$ cat src/rtl/result_hold_pkg.sv
`timescale 1ns/100ps
// Shared parameters for the run result hold register.
package result_hold_pkg;
    // Default width of the result bus.
    localparam int unsigned RESULT_W = 8;
    // Reset value of the held result.
    localparam logic [RESULT_W-1:0] HELD_RESET = '0;
endpackage

$ cat src/rtl/hold_fall_detect.sv
`timescale 1ns/100ps
// Synchronous falling-transition detector.
// Function: keeps a registered copy of a level and flags the cycle in which
//           the copy is 1 and the live level is 0.
// Assumes:  the level is already synchronous to clk, because it is driven
//           half a cycle away from the sampling edge. Reset clears the copy,
//           so no fall is reported on the first edge after reset.
module hold_fall_detect (
    input  logic clk,
    input  logic rst_n,
    input  logic level,
    output logic fall
);
    logic level_q;

    // Registers the previous sampled value of the level.
    always_ff @(posedge clk) begin
        if (!rst_n) level_q <= 1'b0;
        else        level_q <= level;
    end

    // Flags the high-to-low transition for the current edge.
    always_comb fall = level_q & ~level;
endmodule

$ cat src/rtl/hold_capture_reg.sv
`timescale 1ns/100ps
// Load-enabled holding register.
// Function: takes d when load is high, and otherwise keeps its value.
// Assumes:  load is high for one cycle per completed run.
module hold_capture_reg #(
    parameter int unsigned W = result_hold_pkg::RESULT_W
) (
    input  logic         clk,
    input  logic         rst_n,
    input  logic         load,
    input  logic [W-1:0] d,
    output logic [W-1:0] q
);
    localparam logic [W-1:0] ZERO = '0;

    // Clears on reset, loads on request, otherwise holds.
    always_ff @(posedge clk) begin
        if (!rst_n)    q <= ZERO;
        else if (load) q <= d;
    end
endmodule

$ cat src/rtl/result_hold.sv
`timescale 1ns/100ps
// Run result hold register (top).
// Function: shows the final result of the last completed run and replaces it
//           when the next run ends, which is marked by the fall of run_active.
// Assumes:  run_active stays high for the whole run and is driven from the
//           falling clock edge, and result_in is steady from its last update
//           until the load edge.
module result_hold #(
    parameter int unsigned W = result_hold_pkg::RESULT_W
) (
    input  logic         clk,
    input  logic         rst_n,
    input  logic         run_active,
    input  logic [W-1:0] result_in,
    output logic [W-1:0] held_out
);
    logic run_done;

    // Finds the end of a run.
    hold_fall_detect u_fall (
        .clk   (clk),
        .rst_n (rst_n),
        .level (run_active),
        .fall  (run_done)
    );

    // Keeps the result of the last completed run.
    hold_capture_reg #(.W(W)) u_hold (
        .clk   (clk),
        .rst_n (rst_n),
        .load  (run_done),
        .d     (result_in),
        .q     (held_out)
    );
endmodule

$ cat config.mk
export PLATFORM = sky130hd
export DESIGN_NAME = result_hold
export DESIGN_NICKNAME = d
export VERILOG_FILES = /design/src/rtl/result_hold_pkg.sv /design/src/rtl/hold_fall_detect.sv /design/src/rtl/hold_capture_reg.sv /design/src/rtl/result_hold.sv
export SDC_FILE = /design/constraint.sdc
export NUM_CORES = 1
export LEC_CHECK = 0
export ABC_AREA = 1
export ABC_CLOCK_PERIOD_IN_PS = 1100
export CAP_MARGIN = 20
export CELL_PAD_IN_SITES_DETAIL_PLACEMENT = 1
export CELL_PAD_IN_SITES_GLOBAL_PLACEMENT = 1
export CORE_MARGIN = 4
export CORE_UTILIZATION = 24
export DETAILED_ROUTE_END_ITERATION = 10
export PLACE_DENSITY = 0.84
export SLEW_MARGIN = 15
export SYNTH_ARGS = -nofsm -noshare
export SYNTH_HDL_FRONTEND = slang
export SYNTH_SLANG_ARGS = --single-unit
$ cat constraint.sdc
create_clock -name clk -period 1.1 [get_ports clk]
set_input_delay 0.22 -clock clk [delete_from_list [all_inputs] [get_ports clk]]
set_output_delay 0.22 -clock clk [all_outputs]
set_load 0.03 [all_outputs]
Yosys cells after proc, flatten, opt, wreduce, memory -nomap -nowiden:

Index checks and enable logic that the tools add are counted.

* word-level logic and storage cells: 4
* output and inout bits: 8
* input port bits: 11
* flip-flop bits (word level): 9

* bitwise gates (word level): 2

Operators with widths (number)
* $and 1x1->1: 1
* $not 1->1: 1

Depth between registers and ports, before layout:

* depth in word-level cells: 2
* mapped depth: 5

Modules after synthesis:

From an unflattened synthesis, not the netlist that was laid out.

* cells, all modules: 56
* area, all modules: 391.6 µm²

Modules (own cells, without submodules)
* hold_capture_reg: cells an instance 51, area each 356.6 µm², instances 1
* hold_fall_detect: cells an instance 5, area each 35.0 µm², instances 1

Worst setup path before layout:

OpenSTA, ideal clock, no wires.

* kind: register -> register
* start point: register u_fall.level_q
* end point: register u_hold.q[0]
* slack: 0.305 ns
* period minus slack after synthesis: 0.795 ns
* data arrival time: 0.731 ns
* cell stages (with the launch flop): 6
* library setup time: 0.064 ns
* cells stage by stage: dfxtp_1 buf_6 inv_2 nor2_4 nor2_1 nor2_1

* longest elaborated chain between the ends: 1

Ends and longest elaborated chain
* from (decl): line hold_fall_detect.sv:14 `logic level_q;`
* from (signal assigned): line hold_fall_detect.sv:19 `else level_q <= level;`
* $and 1x1->1: line hold_fall_detect.sv:23 `always_comb fall = level_q & ~level;`
* to (signal assigned): line hold_capture_reg.sv:18 `if (!rst_n) q <= ZERO;`
* to (signal assigned): line hold_capture_reg.sv:19 `else if (load) q <= d;`
* to (decl): line hold_capture_reg.sv:12 `output logic [W-1:0] q`

No other way between the ends.
A chain may end at the register's enable or synchronous reset.

Worst setup path in the final report:

* start point: input port run_active
* end point: register u_hold.q[7]

* longest elaborated chain between the ends: 2

Ends and longest elaborated chain
* from (decl): line result_hold.sv:13 `input logic run_active,`
* $not 1->1: line hold_fall_detect.sv:23
* $and 1x1->1: line hold_fall_detect.sv:23

No other way between the ends.

==> impl_metrics.yaml <==
sta:
  finalHoldViolCount: 0
  period_minus_slack_ps: 985.4
  slew_viol_final: 0
  fmax_mhz: 1015
  relSlewSlack_pct: 79.50
  fin_crit_sh_pct: 89.58
  whs_ps: 485.2
  fin_worst_skew_ps: 4.526
  finalSetupViolCount: 0
  worst_pin_slew_ps: 306.5
  setup-tns-final_ps: 0
  rsz0062_at_grt: "no"
  worst_slack_ps: 114.6
clock_network:
  cts.sinks: 9
  tritoncts: "built"
  clock_path_buffers: 2
  cts_setup_buffers: 0
  ctsHtreeMaxLevel: 1
  cts_root_buf: "clkbuf_4"
  clk_pin_slew_worst_paths_ps: 60
  cts_buffers: 3
  ctsResizeCount: 0
  postCtsHoldBufs: 0
  insertion_delay_ps: 260
setup_path:
  ff2ff_path_depth: 4
  rr_startpoint: "u_fall.level_q"
  worstSetupPathType: "in2reg"
  crit_required_ps: 1290
  worst_setup_path_start_kind: "primary input"
  cp_max_fo: 8
  end_kind: "flip-flop"
  crit_end: "u_hold.q[7]"
  crit_path_start: "run_active"
  reg2reg_slack_ps: 190
  rr_endpoint: "u_hold.q[7]"
  arrival_ps: 1180
detailed_routing:
  wire_per_inst_um: 10.35
  ant_nets: 0
  vias: 400
  routed_wl_um: 963
  drc: 0
  firstDrtPassIters: 3
  vias_per_cell: 4.301
  initialDrtViolationCount: 1
power_and_ir_drop:
  power_w: 0.0007594
  power_leakage_nw: 0.2964
  p_per_area_nw_per_um2: 1308
  ir_drop_v: 0.0004361
global_route:
  grt-ovfl-total: 0
  grt_pass1_vias: 335
  grt_pass1_wl_um: 1400
  grt_use_total_pct: 8.850
  antenna_found_initial: 0
  grt_max_degree: 10
status:
  status: "finished clean"
placed_design:
  dp_hpwl_um: 777.5
  port_buffers: 18
  place.gp.congestion: 0.7059
  pre_cts_slack_ps: -172.0
finish:
  utilization_pct: 38.54
  multiInputGateArea_um2: 145.1
  fillers: 206
  final_cell_mix: "nor2_1 (16), inv_1 (10), clkdlybuf4s50_1 (10)"
  nets: 89
  final_common_cell: "nor2_1"
  ff_latch_area_um2: 180.2
  drive_gt1_share_pct: 18.18
  area_delta_synth_final_pct: 51.63
  antenna-diode-count: 0
die:
  die_area_um2: 2298
  die_height_um: 47.94
  core_area_um2: 1506
  initial_core_util_pct: 25.42
  rows: 14
  dieWidth_um: 47.94
  io_pins: 19
synth:
  synth_area_um2: 382.9
  synth_nets: 67
  synthCells: 56
  ys_seq_elements: 9
  yosys_warnings: 0
  yosysUniqueCellTypes: 9
  syn_area_per_cell_um2: 6.837
  synth.yosys.seq_area_share_pct: 47.06
hold_path:
  min_path_type: "reg2reg"
flow_run:
  cap_violations: 0
cells by family after synthesis:
kind of cell	after synthesis	share of synthesized area, %
simple gates	34	37.91
buf+inv	13	15.03
flops	9	47.06
flip-flops by register name, indices dropped and copies added (netlist names):
signal,cells
u_fall.level_q,1
u_hold.q,8
power breakdown:
group | total [W] | internal (W) | switching, W
Clock | 0.000257 | 0.000140 | 0.000118
Sequential | 0.000354 | 0.000343 | 0.0000103
Combinational | 0.000148 | 0.0000705 | 0.0000777
area by class of cell:
type                    count  share of cell area, %
multi-input cells          34                  25.00
repair buffers             19                  28.88
clock buffers               4                  4.526
flip-flops and latches      9                  31.03
inverters                  11                  7.112
well taps                  16                  3.448
cells in the mapped netlist:
master,n,area (µm²)
dfxtp_1,9,180.2
nand3_1,8,40.04
nand2_1,9,33.78
inv_1,10,37.54
nor2_4,1,11.26
buf_6,1,11.26
inv_2,1,3.750
nor2_1,16,60.06
buf_2,1,5.000
worst max-delay path: stages:
cell	delay [ps]
clkdlybuf4s50_1	540
inv_1	150
nand3_1	110
nand2_1	50
nor2_1	100
metrics by stage:
step | instance area (µm²) | cells
after global placement | 554.3 | 89
after floorplan | 382.9 | 56
after global routing | 580.6 | 93
after detailed placement | 554.3 | 89
after CTS | 580.6 | 93
final | 580.6 | 93
metal layers:
layer	up-vias	share of wire, %	wire, µm	track usage, %
li1	207	-	-	-
met1	179	42	400	11.31
met2	12	48	465	13.46
met3	2	9.3	90	2.256
met4	0	0.73	7	4.839
met5	-	0	0	0
how the worst min path moves through the flow:
stage                      startpoint        endpoint  slack (ps)  cells past startpoint
final                     u_hold.q[5]     u_hold.q[5]         490                      2
after floorplan            run_active  u_fall.level_q         320                      2
after detailed placement  u_hold.q[5]     u_hold.q[5]         480                      2
after global placement    u_hold.q[7]     u_hold.q[7]         470                      2
after CTS                 u_hold.q[2]     u_hold.q[2]         490                      2
after global routing      u_hold.q[2]     u_hold.q[2]         510                      2
No activity file was read; power rests on OpenSTA's default activity.
